$ cat config.mk
export PLATFORM = sky130hd
export DESIGN_NAME = frac_n_fb_div
export DESIGN_NICKNAME = d
export VERILOG_FILES = /design/src/rtl/fnd_pkg.sv /design/src/rtl/fnd_ratio_regs.sv /design/src/rtl/fnd_mash3.sv /design/src/rtl/fnd_cycle_counter.sv /design/src/rtl/frac_n_fb_div.sv
export SDC_FILE = /design/constraint.sdc
export NUM_CORES = 1
export LEC_CHECK = 0
export BUFFER_PORTS_ARGS = -buffer_cell sky130_fd_sc_hd__buf_2
export CORE_ASPECT_RATIO = 0.9
export CORE_MARGIN = 2
export CORE_UTILIZATION = 45
export DETAILED_ROUTE_END_ITERATION = 8
export GPL_TIMING_DRIVEN = 0
export HOLD_SLACK_MARGIN = 0.06
export SYNTH_ARGS = -nofsm -noshare
export SYNTH_HDL_FRONTEND = slang
export SYNTH_SLANG_ARGS = --single-unit
$ cat constraint.sdc
create_clock -name clk -period 15.07 [get_ports clk]
set_input_delay 2.2605 -clock clk [delete_from_list [all_inputs] [get_ports clk]]
set_output_delay 2.2605 -clock clk [all_outputs]
set_load 0.03 [all_outputs]
$ cat src/rtl/fnd_pkg.sv
package fnd_pkg;

  localparam int unsigned OFS_W = 4;
  typedef logic signed [OFS_W-1:0] ofs_t;

  // Third-order cascade recombination: c1 + (1-z)c2 + (1-z)^2 c3
  function automatic ofs_t mash_combine(input logic c1, input logic c2,
                                        input logic c2z, input logic c3,
                                        input logic c3z, input logic c3zz);
    ofs_t s;
    s = $signed({3'b000, c1}) + $signed({3'b000, c2}) - $signed({3'b000, c2z})
      + $signed({3'b000, c3}) - $signed({2'b00, c3z, 1'b0}) + $signed({3'b000, c3zz});
    return s;
  endfunction

  // Period length = base + offset, held at or above a floor
  function automatic int unsigned period_len(input int unsigned base, input ofs_t ofs,
                                             input int unsigned floor_len);
    int n;
    n = $signed(base) + int'(ofs);
    if (n < $signed(floor_len)) n = $signed(floor_len);
    return unsigned'(n);
  endfunction

endpackage

$ cat src/rtl/fnd_ratio_regs.sv
module fnd_ratio_regs #(
  parameter int unsigned INT_W  = 12,
  parameter int unsigned FRAC_W = 25
) (
  input  logic              clk,
  input  logic              rst,
  input  logic              load,
  input  logic              boundary,
  input  logic [INT_W-1:0]  int_in,
  input  logic [FRAC_W-1:0] frac_in,
  output logic [INT_W-1:0]  eff_int,
  output logic [FRAC_W-1:0] eff_frac,
  output logic [INT_W-1:0]  act_int,
  output logic [FRAC_W-1:0] act_frac
);

  logic [INT_W-1:0]  pend_int;
  logic [FRAC_W-1:0] pend_frac;
  logic              pend_vld;

  always_ff @(posedge clk) begin
    if (rst) begin
      act_int   <= int_in;
      act_frac  <= frac_in;
      pend_int  <= int_in;
      pend_frac <= frac_in;
      pend_vld  <= 1'b0;
    end else begin
      if (boundary && pend_vld) begin
        act_int  <= pend_int;
        act_frac <= pend_frac;
      end
      if (load) begin
        pend_int  <= int_in;
        pend_frac <= frac_in;
        pend_vld  <= 1'b1;
      end else if (boundary) begin
        pend_vld <= 1'b0;
      end
    end
  end

  // Values the next period will use
  always_comb begin
    eff_int  = pend_vld ? pend_int  : act_int;
    eff_frac = pend_vld ? pend_frac : act_frac;
  end

  // active words move only on a period end
  a_r6_boundary_only: assert property (@(posedge clk) disable iff (rst)
    !$stable({act_int, act_frac}) |-> $past(boundary));

endmodule

$ cat src/rtl/fnd_mash3.sv
module fnd_mash3 import fnd_pkg::*; #(
  parameter int unsigned FRAC_W = 25
) (
  input  logic              clk,
  input  logic              rst,
  input  logic              step,
  input  logic [FRAC_W-1:0] frac_in,
  output ofs_t              ofs_next
);

  logic [FRAC_W-1:0] acc1_q, acc2_q, acc3_q;
  logic              c2z_q, c3z_q, c3zz_q;
  logic [FRAC_W:0]   sum1, sum2, sum3;
  logic              frac_zero;

  always_comb begin
    sum1      = {1'b0, acc1_q} + {1'b0, frac_in};
    sum2      = {1'b0, acc2_q} + {1'b0, sum1[FRAC_W-1:0]};
    sum3      = {1'b0, acc3_q} + {1'b0, sum2[FRAC_W-1:0]};
    frac_zero = (frac_in == '0);
    ofs_next  = frac_zero ? ofs_t'(0)
              : mash_combine(sum1[FRAC_W], sum2[FRAC_W], c2z_q,
                             sum3[FRAC_W], c3z_q, c3zz_q);
  end

  always_ff @(posedge clk) begin
    if (rst) begin
      acc1_q <= '0; acc2_q <= '0; acc3_q <= '0;
      c2z_q  <= 1'b0; c3z_q <= 1'b0; c3zz_q <= 1'b0;
    end else if (step) begin
      if (frac_zero) begin
        acc1_q <= '0; acc2_q <= '0; acc3_q <= '0;
        c2z_q  <= 1'b0; c3z_q <= 1'b0; c3zz_q <= 1'b0;
      end else begin
        acc1_q <= sum1[FRAC_W-1:0];
        acc2_q <= sum2[FRAC_W-1:0];
        acc3_q <= sum3[FRAC_W-1:0];
        c2z_q  <= sum2[FRAC_W];
        c3z_q  <= sum3[FRAC_W];
        c3zz_q <= c3z_q;
      end
    end
  end

  // offset stays inside -3..+4
  a_r3_offset_range: assert property (@(posedge clk) disable iff (rst)
    step |-> ((ofs_next >= -4'sd3) && (ofs_next <= 4'sd4)));

  // a zero fraction leaves the cascade empty
  a_r5_quiet_state: assert property (@(posedge clk) disable iff (rst)
    (step && frac_zero) |=> (acc1_q == '0 && acc2_q == '0 && acc3_q == '0));

endmodule

$ cat src/rtl/fnd_cycle_counter.sv
module fnd_cycle_counter #(
  parameter int unsigned CNT_W    = 13,
  parameter int unsigned SAFE_MIN = 8
) (
  input  logic             clk,
  input  logic             rst,
  input  logic [CNT_W-1:0] rst_count,
  input  logic [CNT_W-1:0] reload_count,
  output logic             pulse
);

  localparam logic [CNT_W-1:0] FLOOR_CNT = CNT_W'(SAFE_MIN - 1);

  logic [CNT_W-1:0] cnt_q;

  always_ff @(posedge clk) begin
    if (rst)              cnt_q <= rst_count;
    else if (cnt_q == '0) cnt_q <= reload_count;
    else                  cnt_q <= cnt_q - 1'b1;
  end

  assign pulse = (cnt_q == '0);

  // pulse is one cycle wide
  a_r2_single_pulse: assert property (@(posedge clk) disable iff (rst)
    pulse |=> !pulse);

  // between pulses the count falls by one each clock
  a_r2_countdown: assert property (@(posedge clk) disable iff (rst)
    !pulse |=> (cnt_q == $past(cnt_q) - 1'b1));

  // a new period is never shorter than the floor
  a_r8_floor: assert property (@(posedge clk) disable iff (rst)
    pulse |=> (cnt_q >= FLOOR_CNT));

endmodule

$ cat src/rtl/frac_n_fb_div.sv
module frac_n_fb_div import fnd_pkg::*; #(
  parameter int unsigned INT_W    = 12,
  parameter int unsigned FRAC_W   = 25,
  parameter int unsigned INT_MIN  = 23,
  parameter int unsigned SAFE_MIN = 8
) (
  input  logic              clk,
  input  logic              rst,
  input  logic [INT_W-1:0]  int_word,
  input  logic [FRAC_W-1:0] frac_word,
  input  logic              load,
  output logic              div_pulse,
  output logic              int_err
);

  localparam int unsigned      CNT_W     = INT_W + 1;
  localparam logic [INT_W-1:0] INT_MIN_V = INT_W'(INT_MIN);

  logic [INT_W-1:0]  eff_int, act_int;
  logic [FRAC_W-1:0] eff_frac, act_frac;
  ofs_t              ofs_next;
  logic [CNT_W-1:0]  rst_count, reload_count;
  logic              boundary;

  assign boundary = div_pulse;

  fnd_ratio_regs #(.INT_W(INT_W), .FRAC_W(FRAC_W)) regs_i (
    .clk(clk), .rst(rst), .load(load), .boundary(boundary),
    .int_in(int_word), .frac_in(frac_word),
    .eff_int(eff_int), .eff_frac(eff_frac),
    .act_int(act_int), .act_frac(act_frac)
  );

  fnd_mash3 #(.FRAC_W(FRAC_W)) mash_i (
    .clk(clk), .rst(rst), .step(boundary), .frac_in(eff_frac), .ofs_next(ofs_next)
  );

  // First period after reset has zero offset; later ones take the modulator's
  assign rst_count    = CNT_W'(period_len(32'(int_word), ofs_t'(0), SAFE_MIN) - 1);
  assign reload_count = CNT_W'(period_len(32'(eff_int), ofs_next, SAFE_MIN) - 1);

  fnd_cycle_counter #(.CNT_W(CNT_W), .SAFE_MIN(SAFE_MIN)) cnt_i (
    .clk(clk), .rst(rst), .rst_count(rst_count),
    .reload_count(reload_count), .pulse(div_pulse)
  );

  assign int_err = (act_int < INT_MIN_V);

  // the error flag changes only at a period end
  a_r7_err_at_boundary: assert property (@(posedge clk) disable iff (rst)
    !$stable(int_err) |-> $past(div_pulse));

  // active zero fraction means plain integer reload
  a_r5_integer_reload: assert property (@(posedge clk) disable iff (rst)
    (boundary && eff_frac == '0 && eff_int >= INT_MIN_V) |=> !div_pulse);

endmodule

# ---- After elaboration in Yosys (flattened, before gate mapping)
# Cells that the tools add are included.
dict set report op_classes {
  addsub 12
  n_lt_le_gt_ge 3
  n_mux 23
  reduce_logical 6
}
# cell n
set op_table {}
lappend op_table {{25-bit 2-to-1 mux} 8}
lappend op_table {{25-bit by 25-bit adder with 26-bit output} 3}
lappend op_table {{12-bit 2-to-1 mux} 6}
lappend op_table {{13-bit 2-to-1 mux} 3}
lappend op_table {{13-bit by 1-bit subtractor with 13-bit output (second input constant)} 3}
lappend op_table {{25-bit logical NOT} 1}
lappend op_table {{13-bit by 4-bit adder with 14-bit output} 1}
lappend op_table {{14-bit by 5-bit < comparator with 1-bit output (second input constant)} 1}
lappend op_table {{13-bit logical NOT} 1}
lappend op_table {{12-bit by 4-bit < comparator with 1-bit output (second input constant)} 1}
lappend op_table {{12-bit by 5-bit < comparator with 1-bit output (second input constant)} 1}
lappend op_table {{4-bit by 2-bit adder with 4-bit output} 2}
lappend op_table {{2-bit nonzero test} 3}
lappend op_table {{1-bit 2-to-1 mux} 5}
lappend op_table {{4-bit 2-to-1 mux} 1}
lappend op_table {{4-bit by 2-bit subtractor with 4-bit output} 1}
lappend op_table {{4-bit by 3-bit subtractor with 4-bit output} 1}
lappend op_table {{1-bit by 1-bit adder with 2-bit output} 1}
lappend op_table {{1-bit logical AND} 1}
dict set report totals {
  reg_bits 166
  output_inout_bits 2
}

# ---- Depth between registers and ports, before layout
# Gate-level depths: netlist of the first run.
dict set report logic_depth {
  word_depth 15
  mapped_depth 57
  ltp_nobuf 54
}

# ---- Modules after synthesis
# From an unflattened synthesis of the first run, not the netlist that was laid out.
dict set report unflattened {
  hier_cells 1291
  area_unflattened_um2 12214.2
}
# module n_inst cells_each area_per_inst_um2
set by_module_without_submodules {}
lappend by_module_without_submodules {fnd_mash3 1 839 6776.5}
lappend by_module_without_submodules {fnd_ratio_regs 1 162 3190.6}
lappend by_module_without_submodules {frac_n_fb_div 1 185 1390.1}
lappend by_module_without_submodules {fnd_cycle_counter 1 105 857.1}

# ---- Least setup slack after synthesis of the first run
# No wires, ideal clock.
dict set report synth_path {
  path_kind {reg-to-reg}
  startpoint {reg regs_i.pend_vld}
  endpoint {reg cnt_i.cnt_q[4]}
  t_arrival_ps 10597
  required_time_ps 14990
  setup_slack_ps 4393
  path_stages_with_launch 57
  n_path_buf 3
  cell_sequence {dfxtp_1 buf_6 buf_6 clkbuf_1 mux2_2 ha_1 inv_1 fa_1 nor2b_1 o21a_1 o21ai_0 nand2b_1 a21oi_1 xnor2_1 ha_1 or3_1 o21ai_0 a21oi_1 [... 21 more ...] o2bb2ai_2 nor2_2 inv_2 ha_1 and2_4 a21oi_1 nor3_1 or3_1 a221oi_2 and4bb_4 a31oi_1 a21oi_1 o22a_1 ha_1 inv_1 a211o_1 or3_1 o211ai_1}
}
dict set report synth_via {
  elab_chain_cells 15
}
# element line_no
set synth_lines {}
lappend synth_lines {{start: declaration} fnd_ratio_regs.sv:19} ;# logic pend_vld;
lappend synth_lines {{start signal: assignment} fnd_ratio_regs.sv:27} ;# pend_vld <= 1'b0;
lappend synth_lines {{start signal: assignment} fnd_ratio_regs.sv:36} ;# pend_vld <= 1'b1;
lappend synth_lines {{start signal: assignment} fnd_ratio_regs.sv:38} ;# pend_vld <= 1'b0;
lappend synth_lines {{parallel branches: the longest is 9 deep, another holds 25-bit by 25-bit adder with 26-bit output} -}
lappend synth_lines {{13-bit by 4-bit adder with 14-bit output (*)} fnd_pkg.sv:20} ;# n = $signed(base) + int'(ofs);
lappend synth_lines {{14-bit by 5-bit < comparator with 1-bit output} fnd_pkg.sv:21} ;# if (n < $signed(floor_len)) n = $signed(floor_len);
lappend synth_lines {{13-bit 2-to-1 mux (*)} fnd_pkg.sv:21}
lappend synth_lines {{13-bit by 1-bit subtractor with 13-bit output (*)} frac_n_fb_div.sv:40} ;# assign reload_count = CNT_W'(period_len(32'(eff_int), ofs_next, SAFE_MIN) - 1);
lappend synth_lines {{13-bit 2-to-1 mux (*)} fnd_cycle_counter.sv:18} ;# else if (cnt_q == '0) cnt_q <= reload_count;
lappend synth_lines {{13-bit 2-to-1 mux (*)} fnd_cycle_counter.sv:17} ;# if (rst) cnt_q <= rst_count;
lappend synth_lines {{end signal: assignment} fnd_cycle_counter.sv:17}
lappend synth_lines {{end signal: assignment} fnd_cycle_counter.sv:18}
lappend synth_lines {{end signal: assignment} fnd_cycle_counter.sv:19} ;# else cnt_q <= cnt_q - 1'b1;
lappend synth_lines {{end: declaration} fnd_cycle_counter.sv:14} ;# logic [CNT_W-1:0] cnt_q;
# Every way passes the cells marked *.
# A chain may end at the register's enable or synchronous reset.

# ---- Worst setup path after layout of the first run
# Ends and elaborated chain as after synthesis.

==> results of run 1 <==
[state kept, by name (all words and copies together), names as in the netlist, 12 cells and up]
register	flops
mash_i.acc2_q	25
mash_i.acc1_q	25
mash_i.acc3_q	25
regs_i.pend_int	12
cnt_i.cnt_q	13
regs_i.act_frac	25
regs_i.act_int	12
regs_i.pend_frac	25
[metrics by stage]
step                      power (mW)  hold slack [ns]  worst slack, ns  cells  instance area [µm²]
final                           1.16            0.455             2.02   1567                12400
after global routing            1.20            0.468             1.32   1567                12400
after CTS                       1.16            0.460             2.16   1567                12400
after detailed placement       0.710            0.449             2.26   1535                11800
after global placement         0.708            0.441             2.30   1534                11800
after floorplan                0.655            0.432             4.39   1185                11200
[cells in the final DEF (no fill, tap or decap), drive strengths merged, types with 13 or more instances in the layout]
cell type / netlist / layout
xnor2: 55 / 55
dfxtp: 92 / 92
ha: 89 / 89
edfxtp: 74 / 74
o21ai: 59 / 59
a21oi: 78 / 78
a22oi: 53 / 53
buf: 12 / 54
nor3: 28 / 28
xor2: 24 / 24
nand3: 29 / 29
clkbuf: 31 / 49
mux2: 61 / 61
nor2: 115 / 115
or3: 13 / 13
a21o: 27 / 27
nand2: 69 / 69
nor4: 21 / 21
inv: 51 / 57
a31oi: 17 / 17
[layout make-up]
type / count / area share [%]
flip-flops and latches: 166 / 32.8
plain buffers: 43 / 1.50
repair buffers: 42 / 1.82
inverters: 51 / 1.55
multi-input cells: 925 / 54.4
clock buffers: 18 / 3.47
clock inverters: 14 / 1.32
well taps: 308 / 3.11
[cells in the mapped netlist (all sizes together), types with 5 or more instances]
cell type / number
a21boi: 5
a21o: 27
a21oi: 78
a22oi: 53
a31oi: 17
and2: 12
and3: 11
buf: 12
clkbuf: 31
dfxtp: 92
edfxtp: 74
fa: 6
ha: 89
inv: 51
mux2: 61
mux2i: 11
nand2: 69
nand2b: 8
nand3: 29
nand3b: 11
nand4: 6
nor2: 115
nor2b: 9
nor3: 28
nor4: 21
nor4b: 7
o211ai: 12
o21a: 12
o21ai: 59
o31ai: 8
or2: 5
or3: 13
xnor2: 55
xor2: 24
[worst max path at each step]
stage / endpoint / slack, ns / cells after the start
after CTS: cnt_i.cnt_q[4] / 2.16 / 56
after global placement: cnt_i.cnt_q[4] / 2.30 / 55
after floorplan: cnt_i.cnt_q[4] / 4.39 / 56
after global routing: cnt_i.cnt_q[10] / 1.32 / 56
final: cnt_i.cnt_q[4] / 2.02 / 55
after detailed placement: cnt_i.cnt_q[4] / 2.26 / 56
[cells by family (layout without fill, tap and decap cells)]
family	count (synthesis)	in the layout	synth area share, %
AND/OR/NAND/NOR	358	358	16.5
AO/OA/AOI/OAI	321	321	19.3
flip-flops	166	166	36.4
adder cells (fa/ha/maj)	95	95	11.0
buffers and inverters	94	168	3.37
XOR/XNOR	79	79	6.19
multiplexers	72	72	7.17
[worst register-to-register path: cells and delay by family, from the launching register on]
| kind | cells | cell delay [ns] |
|---|---|---|
| and+or+nand+nor | 13 | 2.80 |
| AOI/OAI and AO/OA | 21 | 4.62 |
| adders and majority gates | 10 | 2.78 |
| DFF | 1 | 0.50 |
| buffers and inverters | 8 | 1.42 |
| muxes | 1 | 0.47 |
| xor gates and xnor gates | 2 | 0.38 |
[where the power goes]
| part | total (mW) | switching (mW) | leakage (nW) | internal (mW) |
|---|---|---|---|---|
| clock | 0.454 | 0.205 | 0.281 | 0.249 |
| combinational | 0.189 | 0.111 | 3.26 | 0.0775 |
| sequential | 0.514 | 0.0167 | 1.49 | 0.497 |
| total | 1.16 | 0.333 | 5.03 | 0.823 |
[metal layers]
metal / wire length (µm) / up-vias / GRT usage, %
met1: 14600 / 4458 / 34.5
met4: 325 / 0 / 5.37
li1: - / 4545 / -
met2: 13500 / 247 / 36.5
met5: 0 / - / 0
met3: 1560 / 27 / 4.07
==> key figures, run 1 <==
Outcome
  – Status: completed

Global route
  – Largest net degree at the start of global routing: 38
  – First-pass GRT wire length: 48.2 mm
  – Total grt overflow: 0
  – Total GRT Usage: 23.6%
  – Vias in the first global route: 8674
  – Antenna violations before repair: 0

Finish
  – Layout cells sized above 1: 13.5%
  – Multi-input logic area: 6740 µm²
  – Fill count: 2293
  – Layout Nets: 1381
  – Antenna Cells: 0
  – Area Overhead vs Synth: 10.8%
  – Utilization after layout: 50.9%
  – Reg area: 4060 µm²

Clock network
  – Worst-skew pair later-pin latency: 0.45 ns
  – H-tree levels: 4
  – Setup bufs post-CTS: 0
  – CTS tree: yes
  – CTS Root Cell: clkbuf_16
  – Clock sink count: 166
  – Clock transition at the registers of the reported paths: 0.07 ns
  – Num CTS Buffers: 17
  – Clk buf depth: 2
  – Cells resized by post-CTS repair: 0
  – # hold bufs at CTS: 0

Floorplan
  – Overall die height: 153 µm
  – Initial core utilization: 45.9%
  – Io pins: 42
  – DIE AREA: 26100 µm²
  – Core box area: 24300 µm²
  – Die W: 170 µm
  – FP Rows: 54

STA
  – RSZ-0062 raised after global routing: false
  – Fin crit period: 13.05 ns
  – Final Max Slew Viols: 0
  – Fin. Hold Viols: 0
  – Fmax: 76.7 MHz
  – Worst Clk Skew: 0.0140 ns
  – Final Setup Violations: 0
  – Slew at the pin closest to its max-slew limit: 1.04 ns
  – TNS Setup: 0 ns
  – Slew Limit Headroom: 30.9%
  – Tcrit/Tclk final: 86.6%

Yosys
  – Fraction of registers with async set/reset: 0%
  – Syn Inst Count: 1185
  – Number of synthesized register bits: 166
  – Yosys top cell area share: 19.9%
  – Seq/Total Area, Yosys: 36.4%
  – Cell taking the most area after synthesis: edfxtp_1
  – Count of flip-flops with a built-in enable after synthesis: 74
  – Mapped Area: 11200 µm²
  – Top_reg_cell synth: dfxtp_1
  – Synth cell types: 81
  – Largest cells by area after synthesis: edfxtp_1 (20%), dfxtp_1 (16%), ha_1 (10%)
  – Avg Inst Size Synth: 9.43 µm²
  – Yosys warnings: 0
  – Syn Nets: 1320

Placed design
  – Dpl hpwl: 22.7 mm
  – PortBufs: 41
  – RePlAce Congestion: 0.900

Critical path
  – CP max stage delay: 0.65 ns
  – Critical path launch point type: register
  – Critical Path Most Common Cell: ha_1
  – Crit path max-delay family: compound AO/OA/AOI/OAI gates
  – Critical path type: register to register
  – CP max FO: 10
  – Arr. time, crit path: 13.42 ns
  – Worst r2r dst: cnt_i.cnt_q[4]
  – Slowest CP cell: clkbuf_1
  – Buf/Inv on CP: 8
  – Setup crit end kind: register
  – Reg2Reg Launch Point: regs_i.pend_vld
  – Worst R2R Setup Slack: 2.02 ns
  – CP Data Required Time: 15.44 ns
  – Crit. Startpoint: regs_i.pend_vld
  – FF-to-FF path depth: 55

Drt
  – DRT iter0 DRCs: 801
  – Vias post-DR: 9277
  – DRT antenna net count: 0
  – Remaining DRCs: 0
  – Via density per instance: 5.92
  – Routed wire length: 30.0 mm
  – Avg WL per Cell: 19.2 µm
  – Drt pass-1 iters: 5

Hold path
  – Hold Startpoint: mash_i.c3zz_q
  – Worst min-delay path class: register to register
  – Hold Crit Depth: 2
  – Hold EP: mash_i.c3zz_q

Pwr
  – Pleak: 5.03 nW
  – Total power divided by cell area: 93.4 nW/µm²
  – Max VDD drop: 74.6 µV

Run
  – Number of max-cap violations: 0
(Power assumes the default switching activity.)
==> run 2, diff against run 1 <==
CORE_ASPECT_RATIO = default   (was 0.9)
==> run 2 against run 1 <==
  * Fmax increased by 1.1%
  * Register-to-register slack improved by 0.14 ns
  * Hold slack improved by 0.0046 ns
  * Sequential power about the same
  * Largest cell class unchanged
  * Combinational power about the same
  * Count of clock-buffer cells in the layout decreased by 1
  * Design area increased by 0.47%
==> key figures, run 2 (synthesis results as in run 1) <==
Pwr
  – Max VDD drop: 66.7 µV (was 74.6 µV)
  – Clock Power Share: 40.1% (was 39.2%)
  – Pint: 816 µW (was 823 µW)
  – Switching share of power: 30.2% (was 28.8%)
  – Pwr Total: 1.17 mW (was 1.16 mW)
  – Switching power: 352 µW (was 333 µW)
  – Power share of the sequential group: 43.9% (was 44.4%)
  – Pleak: 5.05 nW (was 5.03 nW)
  – Total power divided by cell area: 93.9 nW/µm² (was 93.4 nW/µm²)
  – Logic pwr share: 16.0% (was 16.3%)

Clock network
  – CTS tree: yes (unchanged)
  – Setup bufs post-CTS: 0 (unchanged)
  – Clk buf depth: 2 (unchanged)
  – Worst-skew pair later-pin latency: 0.45 ns (about the same)
  – Clock transition at the registers of the reported paths: 0.07 ns (about the same)
  – CTS Root Cell: clkbuf_16 (unchanged)
  – H-tree levels: 4 (unchanged)
  – Clock sink count: 166 (unchanged)
  – Cells resized by post-CTS repair: 0 (unchanged)
  – Num CTS Buffers: 17 (unchanged)
  – # hold bufs at CTS: 0 (unchanged)

Finish
  – Finished Layout Cells: 1583 (was 1567)
  – Layout Nets: 1381 (unchanged)
  – Fill count: 2284 (was 2293)
  – Area Overhead vs Synth: 11.3% (was 10.8%)
  – Most frequent cells in the layout: nor2_1 (114), dfxtp_1 (92), ha_1 (89) (unchanged)
  – Antenna Cells: 0 (unchanged)
  – Layout cells sized above 1: 13.7% (was 13.5%)
  – Commonest non-fill, non-tap cell in the layout: nor2_1 (unchanged)

Critical path
  – CP Data Required Time: 15.44 ns (about the same)
  – Arr. time, crit path: 13.27 ns (was 13.42 ns)
  – CP max FO: 10 (unchanged)
  – Slowest CP cell: clkbuf_1 (unchanged)
  – Setup crit end kind: register (unchanged)
  – Critical path type: register to register (unchanged)
  – Critical Path Most Common Cell: ha_1 (unchanged)
  – CP max stage delay: 0.58 ns (was 0.65 ns)
  – Critical path launch point type: register (unchanged)

STA
  – TNS Setup: 0 ns (unchanged)
  – Fin crit period: 12.91 ns (was 13.05 ns)
  – Slew Limit Headroom: 26.9% (was 30.9%)
  – Final Max Slew Viols: 0 (unchanged)
  – Fmax: 77.5 MHz (was 76.7 MHz)
  – RSZ-0062 raised after global routing: false (unchanged)
  – Final Setup Violations: 0 (unchanged)
  – Worst Clk Skew: 0.0224 ns (was 0.0140 ns)
  – Slew at the pin closest to its max-slew limit: 1.09 ns (was 1.04 ns)
  – Fin. Hold Viols: 0 (unchanged)
  – Hold WS: 0.459 ns (was 0.455 ns)
  – Tcrit/Tclk final: 85.7% (was 86.6%)
  – Setup WS post-layout: 2.16 ns (was 2.02 ns)

Drt
  – Vias post-DR: 9141 (was 9277)
  – Remaining DRCs: 0 (unchanged)
  – Routed wire length: 29.5 mm (was 30.0 mm)
  – Drt pass-1 iters: 5 (unchanged)
  – DRT antenna net count: 0 (unchanged)
  – DRT iter0 DRCs: 770 (was 801)
  – Avg WL per Cell: 18.7 µm (was 19.2 µm)
  – Via density per instance: 5.77 (was 5.92)

Floorplan
  – Initial core utilization: 45.9% (about the same)
  – Io pins: 42 (unchanged)
  – FP Rows: 57 (was 54)
  – Die W: 162 µm (was 170 µm)
  – Core box area: 24300 µm² (about the same)
  – Overall die height: 162 µm (was 153 µm)
  – DIE AREA: 26100 µm² (about the same)

Global route
  – Total GRT Usage: 23.2% (was 23.6%)
  – Total grt overflow: 0 (unchanged)
  – Largest net degree at the start of global routing: 38 (unchanged)
  – First-pass GRT wire length: 47.7 mm (was 48.2 mm)
  – Antenna violations before repair: 0 (unchanged)
  – Vias in the first global route: 8922 (was 8674)

Hold path
  – Worst min-delay path class: register to register (unchanged)

Placed design
  – RePlAce Congestion: 0.875 (was 0.900)
  – PortBufs: 41 (unchanged)
  – Dpl hpwl: 22.4 mm (was 22.7 mm)
  – Dpl ws: 2.22 ns (was 2.26 ns)
  – Post-Place Cells: 1551 (was 1535)

Run
  – Number of max-cap violations: 0 (unchanged)

Outcome
  – Status: completed (unchanged)
==> run 2: cell types whose count changed in the layout (fill, tap and decap cells not counted), sizes merged <==
cell | before | now
clkinv | 3 | 7
clkbuf | 49 | 48
clkinvlp | 3 | 1
bufinv | 2 | 1
==> run 2: final timing paths <==
path / startpoint / endpoint / slack (ns) / depth (start not counted)
worst min-delay path: mash_i.acc1_q[2] / mash_i.acc1_q[2] / 0.46 / 2
worst min register to register: mash_i.acc1_q[2] / mash_i.acc1_q[2] / 0.46 / 2
worst max register to register: regs_i.pend_vld / cnt_i.cnt_q[12] / 2.16 / 56
worst max-delay path: regs_i.pend_vld / cnt_i.cnt_q[12] / 2.16 / 56
==> run 2: power by group through the flow <==
stage | Clock, mW | Sequential (mW) | Combinational [mW]
after CTS | 0.477 | 0.513 | 0.187
after global routing | 0.496 | 0.516 | 0.207
final | 0.468 | 0.513 | 0.187
after global placement | 0 | 0.523 | 0.183
after floorplan | 0 | 0.516 | 0.139
after detailed placement | 0 | 0.523 | 0.186
==> run 2: through the flow <==
stage / instance area (µm²) / utilization, %
floorplan: 11200 / -
global placement: 11800 / 48.5
detailed placement: 11800 / 48.5
CTS: 12400 / 51.1
global route: 12400 / 51.1
finish: 12400 / 51.1
==> run 2: cell type report <==
cell class              count  area (µm²)  area share, %
multi-input cells         925        6740           54.1
clock inverters            15         206           1.66
plain buffers              43         185           1.49
clock buffers              17         425           3.42
repair buffers             42         225           1.81
inverters                  51         191           1.54
flip-flops and latches    166        4060           32.7
well taps                 324         405           3.26
==> run 2: per-layer routing <==
metal / routed length [µm] / vias up / track usage, %
li1: - / 4557 / -
met1: 13900 / 4337 / 31.2
met2: 13900 / 203 / 38.8
met3: 1050 / 44 / 3.34
met4: 657 / 0 / 6.98
met5: 0 / - / 0
==> run 2: critical path: cells and delay by family (launching register included) <==
family	cells	cell delay, ns
compound gates	20	4.37
flops	1	0.49
mux	1	0.45
buf+inv	9	1.43
fa+ha+maj	10	2.75
xor+xnor	3	0.58
simple gates	13	2.77
==> run 3, diff against run 2 <==
CORE_ASPECT_RATIO = 0.6   (was default)
clock period = 15.6 ns   (was 15.07 ns; I/O delays follow)
==> run 3 against run 2 <==
  * Setup slack better by 0.24 ns
  * Design area is 0.62% lower
  * Fmax is 2.2% lower
  * Cell count is 0.19% lower
  * Count of clock-buffer cells in the layout stayed put
  * Wire length is 9.6% higher
  * Sequential cell count stayed put
  * First-iteration DRC count is 11% higher
  * Largest cell class unchanged
  * Critical path depth stayed put
  * Sequential share of layout area is 0.21 points higher
==> key figures, run 3 (synthesis results as in run 1) <==
STA
  – Fin. Hold Viols: 0 (unchanged)
  – Worst Clk Skew: 0.0136 ns (was 0.0224 ns)
  – Fin crit period: 13.19 ns (was 12.91 ns)
  – Final Max Slew Viols: 0 (unchanged)
  – Final Setup Violations: 0 (unchanged)
  – Fmax: 75.8 MHz (was 77.5 MHz)
  – RSZ-0062 raised after global routing: false (unchanged)
  – Slew at the pin closest to its max-slew limit: 0.950 ns (was 1.09 ns)
  – Slew Limit Headroom: 36.6% (was 26.9%)
  – TNS Setup: 0 ns (unchanged)
  – Tcrit/Tclk final: 84.6% (was 85.7%)

Clock network
  – Clk buf depth: 2 (unchanged)
  – Cells resized by post-CTS repair: 0 (unchanged)
  – Worst-skew pair later-pin latency: 0.45 ns (about the same)
  – Setup bufs post-CTS: 0 (unchanged)
  – # hold bufs at CTS: 0 (unchanged)
  – CTS tree: yes (unchanged)
  – Clock transition at the registers of the reported paths: 0.08 ns (was 0.07 ns)
  – H-tree levels: 4 (unchanged)
  – Num CTS Buffers: 17 (unchanged)
  – CTS Root Cell: clkbuf_16 (unchanged)
  – Clock sink count: 166 (unchanged)

Finish
  – Commonest non-fill, non-tap cell in the layout: nor2_1 (unchanged)
  – Reg area: 4060 µm² (unchanged)
  – Fill count: 2247 (was 2284)
  – Layout cells sized above 1: 13.5% (was 13.7%)
  – Utilization after layout: 50.9% (was 51.1%)
  – Finished Layout Cells: 1580 (was 1583)
  – Multi-input logic area: 6740 µm² (unchanged)
  – Most frequent cells in the layout: nor2_1 (114), dfxtp_1 (92), ha_1 (89) (unchanged)
  – Antenna Cells: 0 (unchanged)
  – Area Overhead vs Synth: 10.6% (was 11.3%)
  – Layout Nets: 1380 (was 1381)

Pwr
  – Max VDD drop: 95.4 µV (was 66.7 µV)
  – Pleak: 5.02 nW (was 5.05 nW)
  – Pwr Total: 1.11 mW (was 1.17 mW)
  – Total power divided by cell area: 90.1 nW/µm² (was 93.9 nW/µm²)

Drt
  – Vias post-DR: 9497 (was 9141)
  – Remaining DRCs: 0 (unchanged)
  – DRT iter0 DRCs: 853 (was 770)
  – Avg WL per Cell: 20.5 µm (was 18.7 µm)
  – Drt pass-1 iters: 5 (unchanged)
  – DRT antenna net count: 0 (unchanged)
  – Via density per instance: 6.01 (was 5.77)
  – Routed wire length: 32.4 mm (was 29.5 mm)

Critical path
  – Setup crit end kind: register (unchanged)
  – Critical path launch point type: register (unchanged)
  – Critical path type: register to register (unchanged)
  – FF-to-FF path depth: 56 (unchanged)
  – CP max FO: 10 (unchanged)
  – Worst R2R Setup Slack: 2.41 ns (was 2.16 ns)
  – Arr. time, crit path: 13.56 ns (was 13.27 ns)
  – Worst r2r dst: cnt_i.cnt_q[4] (was cnt_i.cnt_q[12])
  – Crit. Startpoint: regs_i.pend_vld (unchanged)
  – CP Data Required Time: 15.97 ns (was 15.44 ns)
  – Critical Path Most Common Cell: ha_1 (unchanged)
  – CP Capture Point: cnt_i.cnt_q[4] (was cnt_i.cnt_q[12])
  – Reg2Reg Launch Point: regs_i.pend_vld (unchanged)
  – CP max stage delay: 0.61 ns (was 0.58 ns)
  – Slowest CP cell: clkbuf_1 (unchanged)

Floorplan
  – Core box area: 24300 µm² (about the same)
  – FP Rows: 44 (was 57)
  – Die W: 207 µm (was 162 µm)
  – Initial core utilization: 46.0% (was 45.9%)
  – Io pins: 42 (unchanged)
  – Overall die height: 126 µm (was 162 µm)
  – DIE AREA: 26100 µm² (about the same)

Hold path
  – Hold Crit Depth: 2 (unchanged)
  – Hold Startpoint: mash_i.acc2_q[0] (was mash_i.acc1_q[2])
  – Worst min-delay path class: register to register (unchanged)

Global route
  – Largest net degree at the start of global routing: 38 (unchanged)
  – Gr busiest metal: met1 (was met2)
  – Total grt overflow: 0 (unchanged)
  – Vias in the first global route: 8765 (was 8922)
  – M2 GR Usage: 31.0% (was 38.8%)
  – Grt met1 use: 41.1% (was 31.2%)
  – Met3 usage: 7.48% (was 3.34%)
  – First-pass GRT wire length: 50.5 mm (was 47.7 mm)
  – Antenna violations before repair: 0 (unchanged)
  – Total GRT Usage: 25.1% (was 23.2%)

Placed design
  – PortBufs: 41 (unchanged)
  – Post-Place Cells: 1548 (was 1551)
  – Dpl hpwl: 25.1 mm (was 22.4 mm)
  – RePlAce Congestion: 0.933 (was 0.875)

Outcome
  – Status: completed (unchanged)

Run
  – Number of max-cap violations: 0 (unchanged)
==> run 3: worst max-delay path, delay by kind of cell, from the launching register on <==
kind | cells | cell delay [ns]
xor gates and xnor gates | 2 | 0.46
muxes | 1 | 0.44
adders and majority gates | 10 | 2.76
and+or+nand+nor | 12 | 2.34
buffers and inverters | 9 | 1.49
DFF | 1 | 0.48
AOI/OAI and AO/OA | 22 | 5.11
==> run 3: stage by stage <==
step / worst slack, ns / cell area (µm²) / hold WS [ns]
5_1_grt: 1.74 / 12400 / 0.475
6_report: 2.41 / 12400 / 0.458
4_1_cts: 2.65 / 12400 / 0.460
3_5_place_dp: 2.76 / 11800 / 0.449
2_1_floorplan: 4.92 / 11200 / 0.432
3_3_place_gp: 2.77 / 11800 / 0.443
==> run 3: how the worst min path moves through the flow <==
| stage | to | slack (ns) |
|---|---|---|
| 6_report | mash_i.acc2_q[0] | 0.46 |
| 5_1_grt | mash_i.acc2_q[0] | 0.48 |
| 4_1_cts | mash_i.acc2_q[0] | 0.46 |
| 3_5_place_dp | mash_i.acc2_q[0] | 0.45 |
| 3_3_place_gp | mash_i.acc2_q[2] | 0.44 |
| 2_1_floorplan | mash_i.c3zz_q | 0.43 |
==> run 3: area by class of cell <==
type | count | share of cell area [%]
Clock buffer | 17 | 3.44
Timing Repair Buffer | 41 | 1.66
Buffer | 43 | 1.50
Tap cell | 322 | 3.26
Multi-Input combinational cell | 925 | 54.5
Clock inverter | 15 | 1.22
Sequential cell | 166 | 32.9
Inverter | 51 | 1.55
==> run 3: report_power, final <==
part           total (mW)  switching, mW  internal (mW)
combinational       0.192          0.118         0.0745
sequential          0.497         0.0173          0.480
clock               0.425          0.210          0.215
total                1.11          0.345          0.769
==> run 3: metal layers <==
metal | part of all wire, % | routed length (µm)
met5 | 0 | 0
met4 | 0.98 | 318
met1 | 54 | 17400
met2 | 36 | 11500
met3 | 9.6 | 3110
